<file path="src/rtl/llc_pkg.sv">
`timescale 1ns/1ps
package llc_pkg;
  typedef enum logic [2:0] {ST_I, ST_S, ST_E, ST_O, ST_M} line_st_e;

  typedef enum logic [3:0] {
    OP_RD       = 4'd0,
    OP_RD_SH    = 4'd1,
    OP_RD_MOD   = 4'd2,
    OP_CTOD     = 4'd3,
    OP_VIC_D    = 4'd4,
    OP_VIC_D_SH = 4'd5,
    OP_VIC_C    = 4'd6,
    OP_VIC_C_SH = 4'd7,
    OP_CANCEL   = 4'd8
  } req_op_e;

  typedef enum logic [1:0] {
    RSP_DATA_SH  = 2'd0,
    RSP_DATA_MOD = 2'd1,
    RSP_WB_ACK   = 2'd2
  } rsp_kind_e;

  typedef enum logic [1:0] {TGT_M, TGT_O, TGT_E, TGT_S} vic_tgt_e;

  // final state once victim data lands
  function automatic line_st_e land_state(vic_tgt_e tgt, logic shared);
    case (tgt)
      TGT_M:   return shared ? ST_O : ST_M;
      TGT_E:   return shared ? ST_S : ST_E;
      TGT_O:   return ST_O;
      default: return ST_S;
    endcase
  endfunction
endpackage

</file>
<file path="src/rtl/llc_delay_line.sv">
`timescale 1ns/1ps
module llc_delay_line #(
  parameter int W   = 8,
  parameter int LAT = 1
) (
  input  logic         clk_i,
  input  logic         rst_ni,
  input  logic         in_valid_i,
  input  logic [W-1:0] in_data_i,
  output logic         out_valid_o,
  output logic [W-1:0] out_data_o
);
  logic [LAT-1:0] v_q;
  logic [W-1:0]   d_q [LAT];

  always_ff @(posedge clk_i or negedge rst_ni) begin
    if (!rst_ni) begin
      v_q[0] <= 1'b0;
      d_q[0] <= '0;
    end else begin
      v_q[0] <= in_valid_i;
      d_q[0] <= in_data_i;
    end
  end

  for (genvar g = 1; g < LAT; g++) begin : g_stage
    always_ff @(posedge clk_i or negedge rst_ni) begin
      if (!rst_ni) begin
        v_q[g] <= 1'b0;
        d_q[g] <= '0;
      end else begin
        v_q[g] <= v_q[g-1];
        d_q[g] <= d_q[g-1];
      end
    end
  end

  assign out_valid_o = v_q[LAT-1];
  assign out_data_o  = d_q[LAT-1];
endmodule

</file>
<file path="src/rtl/llc_req_decode.sv">
`timescale 1ns/1ps
module llc_req_decode
  import llc_pkg::*;
#(
  parameter int ID_W = 4
) (
  input  line_st_e        st_i,
  input  logic            busy_i,
  input  logic [ID_W-1:0] own_i,
  input  logic [3:0]      op_i,
  input  logic [ID_W-1:0] id_i,
  input  logic            landing_i,
  output logic            retry_o,
  output logic            err_o,
  output logic            rsp_o,
  output rsp_kind_e       rsp_kind_o,
  output logic            rsp_dirty_o,
  output logic            dir_o,
  output logic            upd_o,
  output line_st_e        nxt_st_o,
  output logic            nxt_busy_o,
  output vic_tgt_e        nxt_tgt_o,
  output logic [ID_W-1:0] nxt_own_o
);
  logic dirty;
  assign dirty = (st_i == ST_M) || (st_i == ST_O);

  always_comb begin
    retry_o     = 1'b0;
    err_o       = 1'b0;
    rsp_o       = 1'b0;
    rsp_kind_o  = RSP_DATA_SH;
    rsp_dirty_o = 1'b0;
    dir_o       = 1'b0;
    upd_o       = 1'b0;
    nxt_st_o    = st_i;
    nxt_busy_o  = busy_i;
    nxt_tgt_o   = TGT_M;
    nxt_own_o   = own_i;
    if (busy_i || landing_i) begin
      if (op_i == OP_CANCEL && busy_i && !landing_i && id_i == own_i) begin
        upd_o      = 1'b1;
        nxt_busy_o = 1'b0;
      end else begin
        retry_o = 1'b1;
      end
    end else begin
      case (op_i)
        OP_RD: begin
          if (st_i == ST_I) dir_o = 1'b1;
          else begin
            rsp_o       = 1'b1;
            rsp_dirty_o = dirty;
            upd_o       = 1'b1;
            if (st_i == ST_M) nxt_st_o = ST_O;
            else if (st_i == ST_E) nxt_st_o = ST_S;
          end
        end
        OP_RD_SH: begin
          if (st_i == ST_I) dir_o = 1'b1;
          else begin
            rsp_o       = 1'b1;
            rsp_dirty_o = dirty;
            upd_o       = 1'b1;
            nxt_st_o    = dirty ? ST_O : ST_S;
          end
        end
        OP_RD_MOD: begin
          if (st_i == ST_M || st_i == ST_E) begin
            rsp_o       = 1'b1;
            rsp_kind_o  = RSP_DATA_MOD;
            rsp_dirty_o = (st_i == ST_M);
            upd_o       = 1'b1;
            nxt_st_o    = ST_I;
          end else dir_o = 1'b1;
        end
        OP_CTOD: begin
          if (st_i == ST_M || st_i == ST_E) err_o = 1'b1;
          else dir_o = 1'b1;
        end
        OP_VIC_D, OP_VIC_D_SH, OP_VIC_C, OP_VIC_C_SH: begin
          rsp_o      = 1'b1;
          rsp_kind_o = RSP_WB_ACK;
          upd_o      = 1'b1;
          nxt_busy_o = 1'b1;
          nxt_own_o  = id_i;
          case (op_i)
            OP_VIC_D:    nxt_tgt_o = TGT_M;
            OP_VIC_D_SH: nxt_tgt_o = TGT_O;
            OP_VIC_C:    nxt_tgt_o = TGT_E;
            default:     nxt_tgt_o = TGT_S;
          endcase
        end
        default: err_o = 1'b1;
      endcase
    end
  end
endmodule

</file>
<file path="src/rtl/llc_line_ctrl.sv">
`timescale 1ns/1ps
module llc_line_ctrl
  import llc_pkg::*;
#(
  parameter int LINES   = 8,
  parameter int DATA_W  = 32,
  parameter int ID_W    = 4,
  parameter int RSP_LAT = 35,
  parameter int DIR_LAT = 1,
  localparam int LINE_W = (LINES > 1) ? $clog2(LINES) : 1
) (
  input  logic              clk_i,
  input  logic              rst_ni,
  input  logic              req_valid_i,
  output logic              req_ready_o,
  input  logic [3:0]        req_op_i,
  input  logic [LINE_W-1:0] req_line_i,
  input  logic [ID_W-1:0]   req_id_i,
  input  logic              dat_valid_i,
  input  logic [LINE_W-1:0] dat_line_i,
  input  logic              dat_shared_i,
  input  logic [DATA_W-1:0] dat_data_i,
  output logic              rsp_valid_o,
  output logic [1:0]        rsp_kind_o,
  output logic              rsp_dirty_o,
  output logic [ID_W-1:0]   rsp_id_o,
  output logic [LINE_W-1:0] rsp_line_o,
  output logic [DATA_W-1:0] rsp_data_o,
  output logic              dir_valid_o,
  output logic [3:0]        dir_op_o,
  output logic [ID_W-1:0]   dir_id_o,
  output logic [LINE_W-1:0] dir_line_o,
  output logic [1:0]        err_o
);
  localparam int RSP_W = 2 + 1 + ID_W + LINE_W + DATA_W;
  localparam int DIR_W = 4 + ID_W + LINE_W;

  line_st_e          st_q   [LINES];
  vic_tgt_e          tgt_q  [LINES];
  logic [ID_W-1:0]   own_q  [LINES];
  logic [DATA_W-1:0] data_q [LINES];
  logic [LINES-1:0]  busy_q;

  logic              rt_valid_q;
  logic [3:0]        rt_op_q;
  logic [LINE_W-1:0] rt_line_q;
  logic [ID_W-1:0]   rt_id_q;
  logic [1:0]        err_q;

  logic              rt_go, new_go, cur_valid, landing;
  logic [3:0]        cur_op;
  logic [LINE_W-1:0] cur_line;
  logic [ID_W-1:0]   cur_id;

  logic      dec_retry, dec_err, dec_rsp, dec_dirty, dec_dir, dec_upd;
  logic      nxt_busy;
  rsp_kind_e dec_kind;
  line_st_e  nxt_st;
  vic_tgt_e  nxt_tgt;
  logic [ID_W-1:0] nxt_own;
  logic      rsp_push, dir_push, stray_dat;

  // parked request goes first once its line is stable and not landing
  assign rt_go     = rt_valid_q && !busy_q[rt_line_q] &&
                     !(dat_valid_i && dat_line_i == rt_line_q);
  assign new_go    = req_valid_i && !rt_valid_q;
  assign cur_valid = rt_go || new_go;
  assign cur_op    = rt_go ? rt_op_q   : req_op_i;
  assign cur_line  = rt_go ? rt_line_q : req_line_i;
  assign cur_id    = rt_go ? rt_id_q   : req_id_i;
  assign landing   = dat_valid_i && dat_line_i == cur_line;
  assign req_ready_o = !rt_valid_q;

  llc_req_decode #(.ID_W(ID_W)) u_dec (
    .st_i       (st_q[cur_line]),
    .busy_i     (busy_q[cur_line]),
    .own_i      (own_q[cur_line]),
    .op_i       (cur_op),
    .id_i       (cur_id),
    .landing_i  (landing),
    .retry_o    (dec_retry),
    .err_o      (dec_err),
    .rsp_o      (dec_rsp),
    .rsp_kind_o (dec_kind),
    .rsp_dirty_o(dec_dirty),
    .dir_o      (dec_dir),
    .upd_o      (dec_upd),
    .nxt_st_o   (nxt_st),
    .nxt_busy_o (nxt_busy),
    .nxt_tgt_o  (nxt_tgt),
    .nxt_own_o  (nxt_own)
  );

  assign rsp_push  = cur_valid && dec_rsp;
  assign dir_push  = cur_valid && dec_dir;
  assign stray_dat = dat_valid_i && !busy_q[dat_line_i];

  always_ff @(posedge clk_i or negedge rst_ni) begin
    if (!rst_ni) begin
      busy_q <= '0;
      for (int i = 0; i < LINES; i++) begin
        st_q[i]   <= ST_I;
        tgt_q[i]  <= TGT_M;
        own_q[i]  <= '0;
        data_q[i] <= '0;
      end
    end else begin
      for (int i = 0; i < LINES; i++) begin
        if (dat_valid_i && dat_line_i == LINE_W'(i) && busy_q[i]) begin
          st_q[i]   <= land_state(tgt_q[i], dat_shared_i);
          busy_q[i] <= 1'b0;
          data_q[i] <= dat_data_i;
        end else if (cur_valid && dec_upd && cur_line == LINE_W'(i)) begin
          st_q[i]   <= nxt_st;
          busy_q[i] <= nxt_busy;
          if (nxt_busy && !busy_q[i]) begin
            tgt_q[i] <= nxt_tgt;
            own_q[i] <= nxt_own;
          end
        end
      end
    end
  end

  always_ff @(posedge clk_i or negedge rst_ni) begin
    if (!rst_ni) begin
      rt_valid_q <= 1'b0;
      rt_op_q    <= '0;
      rt_line_q  <= '0;
      rt_id_q    <= '0;
      err_q      <= '0;
    end else begin
      if (rt_go) rt_valid_q <= 1'b0;
      if (cur_valid && dec_retry) begin
        rt_valid_q <= 1'b1;
        rt_op_q    <= cur_op;
        rt_line_q  <= cur_line;
        rt_id_q    <= cur_id;
      end
      err_q[0] <= cur_valid && dec_err;
      err_q[1] <= stray_dat && !(cur_valid && dec_err);
    end
  end

  assign err_o = err_q;

  logic [RSP_W-1:0] rsp_in, rsp_out;
  logic [DIR_W-1:0] dir_in, dir_out;
  assign rsp_in = {dec_kind, dec_dirty, cur_id, cur_line,
                   (dec_kind == RSP_WB_ACK) ? '0 : data_q[cur_line]};
  assign dir_in = {cur_op, cur_id, cur_line};

  llc_delay_line #(.W(RSP_W), .LAT(RSP_LAT)) u_rsp_dly (
    .clk_i      (clk_i),
    .rst_ni     (rst_ni),
    .in_valid_i (rsp_push),
    .in_data_i  (rsp_in),
    .out_valid_o(rsp_valid_o),
    .out_data_o (rsp_out)
  );

  llc_delay_line #(.W(DIR_W), .LAT(DIR_LAT)) u_dir_dly (
    .clk_i      (clk_i),
    .rst_ni     (rst_ni),
    .in_valid_i (dir_push),
    .in_data_i  (dir_in),
    .out_valid_o(dir_valid_o),
    .out_data_o (dir_out)
  );

  assign {rsp_kind_o, rsp_dirty_o, rsp_id_o, rsp_line_o, rsp_data_o} = rsp_out;
  assign {dir_op_o, dir_id_o, dir_line_o} = dir_out;
endmodule

</file>
<file path="config.mk">
export PLATFORM = sky130hd
export DESIGN_NAME = llc_line_ctrl
export DESIGN_NICKNAME = d
export VERILOG_FILES = /design/src/rtl/llc_pkg.sv /design/src/rtl/llc_delay_line.sv /design/src/rtl/llc_req_decode.sv /design/src/rtl/llc_line_ctrl.sv
export SDC_FILE = /design/constraint.sdc
export NUM_CORES = 1
export LEC_CHECK = 0
export BUFFER_PORTS_ARGS = -buffer_cell sky130_fd_sc_hd__buf_2
export CAP_MARGIN = 5
export CORE_MARGIN = 1
export CORE_UTILIZATION = 55
export DETAILED_ROUTE_END_ITERATION = 7
export GPL_ROUTABILITY_DRIVEN = 0
export MAX_ROUTING_LAYER = met4
export PLACE_DENSITY = 0.76
export SLEW_MARGIN = 30
export SYNTH_ARGS = -nofsm -noshare
export SYNTH_HDL_FRONTEND = slang
export SYNTH_SLANG_ARGS = --single-unit
</file>
<file path="constraint.sdc">
create_clock -name clk_i -period 5.2 [get_ports clk_i]
set_clock_uncertainty 0.1 [all_clocks]
set_input_delay 0.52 -clock clk_i [delete_from_list [all_inputs] [get_ports clk_i]]
set_output_delay 0.52 -clock clk_i [all_outputs]
set_load 0.1 [all_outputs]
</file>
==> metrics.cfg, run 1 <==
[setup_path]
worstPathArrival_ns=5.27
critPathKind=reg2reg
startpoint_type=flop
crit_buf_inv=2
cp-end-kind=flop
path_cells=nor2b_1 > a222oi_1 > buf_4 > and3_1 > a2111oi_0 > a2111oi_2 > or4_1 > a311oi_1 > o21ai_1 > buf_4 > a21oi_1 > o221ai_1
crit_path_max_fanout=23
cp_slowest_stage_delay_ns=0.85
crit_slowest_cell=dfrtp_1
crit_family=compound AO/OA/AOI/OAI gates
crit_top_cell=buf_4
required_ns=5.68

[global_route]
grt_use_total_pct=20.9
busiest_layer=met2
grt-ovfl-total=0
grt_max_degree=160
grtUsageMet3_pct=4.03
met1_usage_pct=26.3
antenna_found_initial=3
grt_pass1_vias=28500
grt_pass1_wl_um=159000
met2_usage_pct=34.0

[power_and_ir_drop]
p_leak_nw=31.0
swShare_pct=29.4
sequentialPowerShare_pct=52.3
p_int_mw=30.3
powerDensity_mw_per_mm2=674
clkPwrFrac_pct=29.7
combPwrFrac_pct=18.1
ir_drop_mv=0.517
p_sw_mw=12.7

[hold_path]
min_path_type=in2reg

[sta]
finalMaxSlewViolations=0
rsz0062_at_grt=false
min_period_over_period_pct=92.1
setup-violations-final=0
fin_tns_setup_ns=0
tightest_slew_ns=0.912
post-route-min-period_ns=4.79
max-slew-margin-rel_pct=39.2
fmax_mhz=209
finalHoldViolCount=0

[die]
rows=116
design.portCount=109
die_x_um=319
dieArea_mm2=0.102
die_h_um=319
core-area_mm2=0.100
initial_utilization_pct=55.4

[final_layout]
layout-drive-gt1-share_pct=23.1
multiInputGateArea_mm2=0.00805
n_fill_cell=6632
final_core_util_pct=63.8
regArea_mm2=0.0465
fin_nets=3395
syn_to_final_growth_pct=15.2

[detailed_routing]
firstDrtPassIters=6
detail-route-antenna-nets=0
wirelength_um=97800
drt_iter0_markers=1844
wl_per_cell_um=20.4
vias=25500
drc=0
via_per_inst=5.33

[clock_tree]
cts_htree_levels=4
cts_buffers=170
cts_resized=0
cts_tree=yes
root_buffer=clkbuf_16
clockBufferDepth=3
clkTransAtPathRegs_ns=0.06
cts_hold_buf=34
clkSinkCount=1860
insertion_delay_ns=0.75
post_cts_buffers=0

[synth]
ys_seq_elements=1860
yosysWarnings=0
synth_top_area_share_pct=84.0
netlist_area_mm2=0.0554
netlist_instances=3112
synthFlopType=dfrtp_1
yosys.area.top_type=dfrtp_1
synthTopCellsByArea=dfrtp_1 84%, mux2_2 6.2%, nand2_1 1.3%, o221ai_1 1.0%, a31oi_1 0.75%
synth-edff-count=0
syn_area_per_cell_um2=17.8
syn-num-nets=3163
synth_cell_types=79
async_reset_ff_share_pct=100
ys_seq_area_share_pct=84.0

[run_status]
status=finished, final reports clean

[place]
portBuffers=108
hpwl_um=47600

[run]
maxCapViolCount=0

[cell usage in the layout, fill, tap and decap left out, drive strengths merged, types with 4 or more instances in the layout]
cell type and count:
a211oi 14, dlygate4sd3 34, a41oi 8, and2 9, nand2b 8, bufinv 13, o21bai 5, or4 4
a31o 8, o21ai 36, a21oi 47, buf 184, nor4 8, nand2 193, xnor2 8, nand3 23
a31oi 67, a21o 6, mux2 310, inv 25, o221ai 66, dfrtp 1860, or3 4, clkbuf 256
clkinv 34, o21a 4, o22ai 13, nor2 109, mux2i 24, xor2 4, o31ai 4, nor3 11
nor2b 13, nand4 12
[through the flow]
stage / power [mW] / instances / area [um^2] / hold slack (ns) / setup slack [ns]
3_3_place_gp: 29.5 / 4435 / 57600 / 0.231 / 0.664
5_1_grt: 45.1 / 4782 / 63800 / 0.0219 / 0.211
4_1_cts: 43.4 / 4778 / 63800 / 0.00359 / 0.544
6_report: 43.0 / 4782 / 63800 / 0.0627 / 0.409
2_1_floorplan: 27.4 / 3112 / 55400 / 0.124 / 1.17
3_5_place_dp: 30.1 / 4435 / 57600 / 0.235 / 0.562
[routing by layer]
metal | up-vias | share of wire, %
met3 | 277 | 5.3
met4 | 0 | 3.3
met2 | 740 | 52
li1 | 11000 | -
met1 | 13500 | 40
met5 | - | 0
[sequential cells by signal, summed over array words and instances, names as in the netlist]
signal / count
u_rsp_dly.d_q: 1425
data_q: 256
u_rsp_dly.out_data_o: 42
u_rsp_dly.v_q: 34
own_q: 32
st_q: 24
tgt_q: 16
busy_q: 8
u_dir_dly.out_data_o: 7
rt_id_q: 4
rt_op_q: 4
rt_line_q: 3
err_o: 2
rt_valid_q: 1
u_dir_dly.out_valid_o: 1
u_rsp_dly.out_valid_o: 1
[kinds of logic (layout without fill, tap and decap cells)]
family / Yosys count / after routing / synth area share, %
compound gates: 316 / 316 / 4.04
xor+xnor: 12 / 12 / 0.190
buf+inv: 179 / 548 / 1.61
flops: 1860 / 1860 / 84.0
mux: 334 / 334 / 6.77
other cells: 0 / 3 / 0
simple gates: 411 / 411 / 3.40
[worst paths after layout]
kind	slack, ns	cells after the start	end	from
min in group asynchronous	0.20	2	u_rsp_dly.out_data_o[36]$_DFF_PN0_	rst_ni
hold reg to reg	0.23	0	u_rsp_dly.d_q[300]$_DFF_PN0_	u_rsp_dly.d_q[342]$_DFF_PN0_
hold / removal	0.06	2	u_dir_dly.out_data_o[9]$_DFF_PN0_	req_op_i[2]
max in group asynchronous	3.11	4	u_rsp_dly.d_q[1356]$_DFF_PN0_	rst_ni
setup / recovery	0.41	12	st_q[13]$_DFFE_PN0P_	rt_line_q[0]$_DFFE_PN0P_
setup reg to reg	0.41	12	st_q[13]$_DFFE_PN0P_	rt_line_q[0]$_DFFE_PN0P_
[area by class of cell]
| class | count | area share (%) |
|---|---|---|
| flip-flops and latches | 1860 | 72.9 |
| multi-input cells | 1073 | 12.6 |
| clock buffers | 256 | 8.01 |
| repair buffers | 218 | 2.60 |
| well taps | 1298 | 2.55 |
| clock inverters | 53 | 1.15 |
| inverters | 21 | 0.124 |
| diodes | 3 | 0.0118 |
[synthesized netlist by cell type, types with 4 or more instances]
library cell / instances
o221ai_1: 66
o21ai_0: 35
xnor2_1: 8
a21o_1: 6
xor2_1: 4
o21a_1: 4
inv_1: 18
o21bai_1: 5
nor2b_1: 13
nand3_1: 22
mux2i_1: 24
dfrtp_1: 1860
mux2_2: 305
a41oi_1: 8
nand4_1: 11
a31oi_1: 66
a211oi_1: 14
or3_1: 4
nor2_1: 107
o22ai_1: 13
buf_1: 30
nor4_1: 8
and2_1: 9
mux2_4: 5
nor3_1: 10
a31o_2: 8
nand2b_1: 8
a21oi_1: 46
o31ai_1: 4
clkbuf_1: 68
nand2_1: 193
buf_2: 6
buf_4: 51
[power by group through the flow]
stage | combinational, mW | sequential [mW] | clock [mW]
global route | 8.32 | 23.1 | 13.7
detailed placement | 7.61 | 22.5 | 0
CTS | 7.68 | 22.6 | 13.1
finish | 7.77 | 22.5 | 12.7
floorplan | 5.54 | 21.9 | 0
global placement | 7.42 | 22.1 | 0
No activity file was read; power rests on OpenSTA's default activity.
==> run 2, diff against run 1 <==
Settings changed: CORE_UTILIZATION 55 to 27, CTS_CLUSTER_SIZE set to 20, PLACE_DENSITY 0.76 to 0.46.
==> metrics.cfg, run 2 (synthesis gave the netlist of run 1 again) <==
[setup_path]
required_ns=5.76
crit_path_max_fanout=11
crit_slowest_cell=nor4_1
critPathKind=reg2reg
crit_family=simple AND/OR/NAND/NOR gates
path_cells=buf_4 > mux2_2 > a31oi_2 > buf_4 > nand4_1 > nand2_1 > a2111oi_2 > or3_1 > nor4_1 > nand2_1 > mux2_2
crit_buf_inv=2
cp_slowest_stage_delay_ns=0.84
cp-end-kind=flop
worstPathArrival_ns=5.40
startpoint_type=flop

[die]
design.portCount=109
rows=165
die_h_um=455
core-area_mm2=0.203
dieArea_mm2=0.207
die_x_um=455
initial_utilization_pct=27.3

[global_route]
grt_max_degree=171
grt_pass1_vias=26500
grt-ovfl-total=0
grt_pass1_wl_um=157000
antenna_found_initial=15
grt_use_total_pct=9.93

[sta]
finalHoldViolCount=0
max-slew-margin-rel_pct=34.5
fin_tns_setup_ns=0
tightest_slew_ns=0.982
rsz0062_at_grt=false
setup-violations-final=0
min_period_over_period_pct=93.2
finalMaxSlewViolations=0
fmax_mhz=206
post-route-min-period_ns=4.85

[place]
place_area_mm2=0.0593
portBuffers=108
dp_cells=5808
hpwl_um=49800

[clock_tree]
clkTransAtPathRegs_ns=0.06
cts_tree=yes
cts_resized=0
insertion_delay_ns=0.80
clkSinkCount=1860
clockBufferDepth=3
post_cts_buffers=0
cts_htree_levels=4
cts_buffers=194
root_buffer=clkbuf_16

[detailed_routing]
detail-route-antenna-nets=0
via_per_inst=4.02
firstDrtPassIters=6
vias=25000
wirelength_um=96300
wl_per_cell_um=15.5
drt_iter0_markers=1711
drc=0

[hold_path]
min_path_type=in2reg

[final_layout]
mostFrequentLayoutCells=1860 x dfrtp_1, 305 x mux2_2, 195 x clkbuf_16
fin_nets=3420
top_register=u_rsp_dly.d_q
final_common_cell=dfrtp_1
final_area_mm2=0.0665
n_fill_cell=19700
largest_reg_flops=1425
syn_to_final_growth_pct=20.0
fin_cells=6217
regArea_mm2=0.0465
layout-drive-gt1-share_pct=24.2
multiInputGateArea_mm2=0.00806

[run_status]
status=finished, final reports clean

[power_and_ir_drop]
powerDensity_mw_per_mm2=662
ir_drop_mv=0.400
p_leak_nw=31.4

[run]
maxCapViolCount=0

[run 2: cell types whose count changed in the layout (fill, tap and decap cells not counted), moves of 2 or more]
cell / before / now
clkinvlp_4: 2 / 5
clkbuf_8: 45 / 52
diode_2: 3 / 11
clkinv_2: 24 / 36
inv_6: 3 / 5
clkbuf_16: 174 / 195
bufinv_16: 13 / 17
[run 2: worst paths after layout]
check | from | endpoint | slack, ns | cells after the start
worst max-delay path | rt_line_q[1]$_DFFE_PN0P_ | own_q[24]$_DFFE_PN0P_ | 0.35 | 11
worst min-delay path | req_id_i[3] | own_q[7]$_DFFE_PN0P_ | 0.12 | 4
worst max register to register | rt_line_q[1]$_DFFE_PN0P_ | own_q[24]$_DFFE_PN0P_ | 0.35 | 11
worst min register to register | u_rsp_dly.d_q[638]$_DFF_PN0_ | u_rsp_dly.d_q[596]$_DFF_PN0_ | 0.23 | 0
max in group asynchronous | rst_ni | u_rsp_dly.d_q[1273]$_DFF_PN0_ | 3.35 | 3
min in group asynchronous | rst_ni | u_rsp_dly.out_data_o[37]$_DFF_PN0_ | 0.21 | 2
[run 2: where the power goes]
part           internal [mW]  switching, mW  leakage [nW]
combinational           2.60           5.26          4.19
sequential              20.2           1.76          23.9
clock                   8.53           5.66          3.34
[run 2: final cells by class]
type / count / area share [%]
antenna: 11 / 0.0414
clock buffer: 284 / 8.62
clock inverter: 77 / 1.54
inverter: 21 / 0.119
multi-input combinational: 1073 / 12.1
sequential: 1860 / 70.0
tap: 2672 / 5.03
timing repair buffer: 219 / 2.54
[run 2: through the flow]
| step | utilization (%) | hold WS (ns) | power [mW] | setup WS [ns] |
|---|---|---|---|---|
| final | 32.7 | 0.124 | 44.0 | 0.352 |
| after global routing | 32.7 | 0.0892 | 46.6 | 0.193 |
| after CTS | 32.7 | 0.0540 | 44.8 | 0.380 |
| after detailed placement | 29.2 | 0.235 | 30.2 | 0.418 |
| after global placement | 29.2 | 0.231 | 29.9 | 0.593 |
| after floorplan | - | 0.124 | 27.4 | 1.17 |
[run 2: metal layers]
metal / GRT usage (%) / part of all wire [%] / up-vias
met4: 4.19 / 3.7 / 0
met5: - / 0 / -
li1: - / - / 11100
met2: 14.7 / 46 / 566
met3: 2.55 / 5.4 / 250
met1: 12.9 / 45 / 13100
[run 2: worst min-delay path, cell delays in order]
cell and delay [ns]:
buf_2 0.09, mux2i_1 0.06, buf_4 0.16, a21oi_1 0.13
[run 2: timing repair]
action,CTS,global route
hold endpoints to repair,348,0
hold buffers,35,0
setup endpoints to repair,0,0
==> run 3, diff against run 2 <==
Settings changed: BUFFER_PORTS_ARGS -buffer_cell sky130_fd_sc_hd__buf_2 to not set, DONT_BUFFER_PORTS set to 1, PLACE_DENSITY 0.46 to not set.
==> metrics.cfg, run 3 (synthesis gave the netlist of run 1 again) <==
[global_route]
antenna_found_initial=18
grt_max_degree=202
grt_pass1_vias=26100
grt_pass1_wl_um=151000
grt_use_total_pct=9.46
grt-ovfl-total=0

[setup_path]
crit_path_max_fanout=22
cp-end-kind=flop
r2r_end=tgt_q[10]$_DFFE_PN0P_
r2r-start=rt_line_q[1]$_DFFE_PN0P_
worstPathArrival_ns=5.42
critPathKind=reg2reg
ff2ff_path_depth=10
crit_top_cell=mux2_2
crit_slowest_cell=nor3b_2
startpoint_type=flop
path_cells=mux2_2 > a31oi_2 > buf_4 > nand3_4 > nor3_1 > a2111oi_2 > or3_1 > nor4_1 > nor3b_2 > mux2_2
required_ns=5.75
r2r_slack_ns=0.33
cp_slowest_stage_delay_ns=0.66

[power_and_ir_drop]
p_int_mw=31.0
sequentialPowerShare_pct=53.9
p_leak_nw=30.8
ir_drop_mv=0.443
powerDensity_mw_per_mm2=659
combPwrFrac_pct=14.1
p_sw_mw=12.4
swShare_pct=28.6
clkPwrFrac_pct=32.0

[sta]
setup-violations-final=0
max-slew-margin-rel_pct=34.1
finalMaxSlewViolations=0
rsz0062_at_grt=false
post-route-min-period_ns=4.87
tightest_slew_ns=0.989
min_period_over_period_pct=93.7
fmax_mhz=205
finalHoldViolCount=0
fin_tns_setup_ns=0

[clock_tree]
post_cts_buffers=0
insertion_delay_ns=0.78
cts_htree_levels=4
clkSinkCount=1860
root_buffer=clkbuf_16
clockBufferDepth=3
clkTransAtPathRegs_ns=0.06
cts_tree=yes
cts_buffers=186

[hold_path]
holdPathEnd=st_q[12]$_DFFE_PN0P_
min_path_cells=4
min_path_type=in2reg
hold_start=dat_shared_i

[final_layout]
top_register=u_rsp_dly.d_q
multiInputGateArea_mm2=0.00808
fin_nets=3290
largest_reg_flops=1425
final_area_mm2=0.0659
syn_to_final_growth_pct=18.9
final_common_cell=dfrtp_1
n_fill_cell=19400
regArea_mm2=0.0465
layout-drive-gt1-share_pct=21.0
mostFrequentLayoutCells=1859 x dfrtp_1, 305 x mux2_2, 193 x nand2_1

[die]
initial_utilization_pct=27.3
die_h_um=455
design.portCount=109
die_x_um=455
dieArea_mm2=0.207
core-area_mm2=0.203
rows=165

[place]
portBuffers=0
hpwl_um=47300
place_area_mm2=0.0587

[run]
maxCapViolCount=0

[detailed_routing]
detail-route-antenna-nets=0
drt_iter0_markers=2283
via_per_inst=4.07
wl_per_cell_um=15.2
drc=0
vias=24800
wirelength_um=92200
firstDrtPassIters=7

[run_status]
status=finished, final reports clean

## run 3: what timing repair did
action | CTS | global route
setup endpoints to repair | 0 | 164
gates resized for setup | 0 | 1
hold endpoints to repair | 727 | 0
hold buffers | 46 | 0
## run 3: area by class of cell
cell class                 instances  area share (%)
multi-input combinational       1073            12.3
sequential                      1860            70.6
antenna                           17          0.0646
tap                             2672            5.07
inverter                          21           0.120
timing repair buffer              97            1.78
clock inverter                    69            1.60
clock buffer                     271            8.45
## run 3: routing by layer
metal / track usage (%) / share of wire [%] / up-vias
met2: 14.0 / 46 / 818
li1: - / - / 10800
met5: - / 0 / -
met1: 11.8 / 43 / 12800
met3: 2.68 / 6.4 / 359
met4: 4.71 / 4.8 / 0
## run 3: how the worst max path moves through the flow
stage	slack, ns	from	endpoint	cells after the start
after floorplan	1.17	rt_valid_q$_DFFE_PN0P_	own_q[0]$_DFFE_PN0P_	12
final	0.33	rt_line_q[1]$_DFFE_PN0P_	tgt_q[10]$_DFFE_PN0P_	10
after detailed placement	0.22	rt_line_q[1]$_DFFE_PN0P_	tgt_q[10]$_DFFE_PN0P_	10
after global placement	0.45	rt_line_q[1]$_DFFE_PN0P_	tgt_q[11]$_DFFE_PN0P_	10
after CTS	0.21	rt_line_q[1]$_DFFE_PN0P_	tgt_q[10]$_DFFE_PN0P_	10
after global routing	0.03	rst_ni	u_rsp_dly.d_q[1312]$_DFF_PN0_	8
## run 3: power groups by stage
| stage | clock network, mW | registers (mW) | logic (mW) |
|---|---|---|---|
| CTS | 14.4 | 23.5 | 6.07 |
| finish | 13.9 | 23.4 | 6.13 |
| global placement | 0 | 23.5 | 5.77 |
| detailed placement | 0 | 23.8 | 5.97 |
| global route | 15.0 | 24.1 | 6.66 |
| floorplan | 0 | 21.9 | 5.54 |
## run 3: stage by stage
step	instances	setup WS, ns	power (mW)	util [%]	hold WS, ns
final	6080	0.328	43.4	32.4	0.0870
after global routing	6077	0.0263	45.8	32.4	0.0143
after CTS	6061	0.205	44.0	32.4	0.00567
after detailed placement	5675	0.223	29.7	28.9	0.128
after global placement	5670	0.448	29.3	28.8	0.129
after floorplan	3112	1.17	27.4	-	0.124
## run 3: critical path: cells and delay by family (launching register included)
kind / cells / cell delay [ns]
AOI/OAI and AO/OA: 2 / 0.54
buffers and inverters: 1 / 0.27
DFF: 1 / 0.65
muxes: 2 / 0.82
and+or+nand+nor: 5 / 2.37
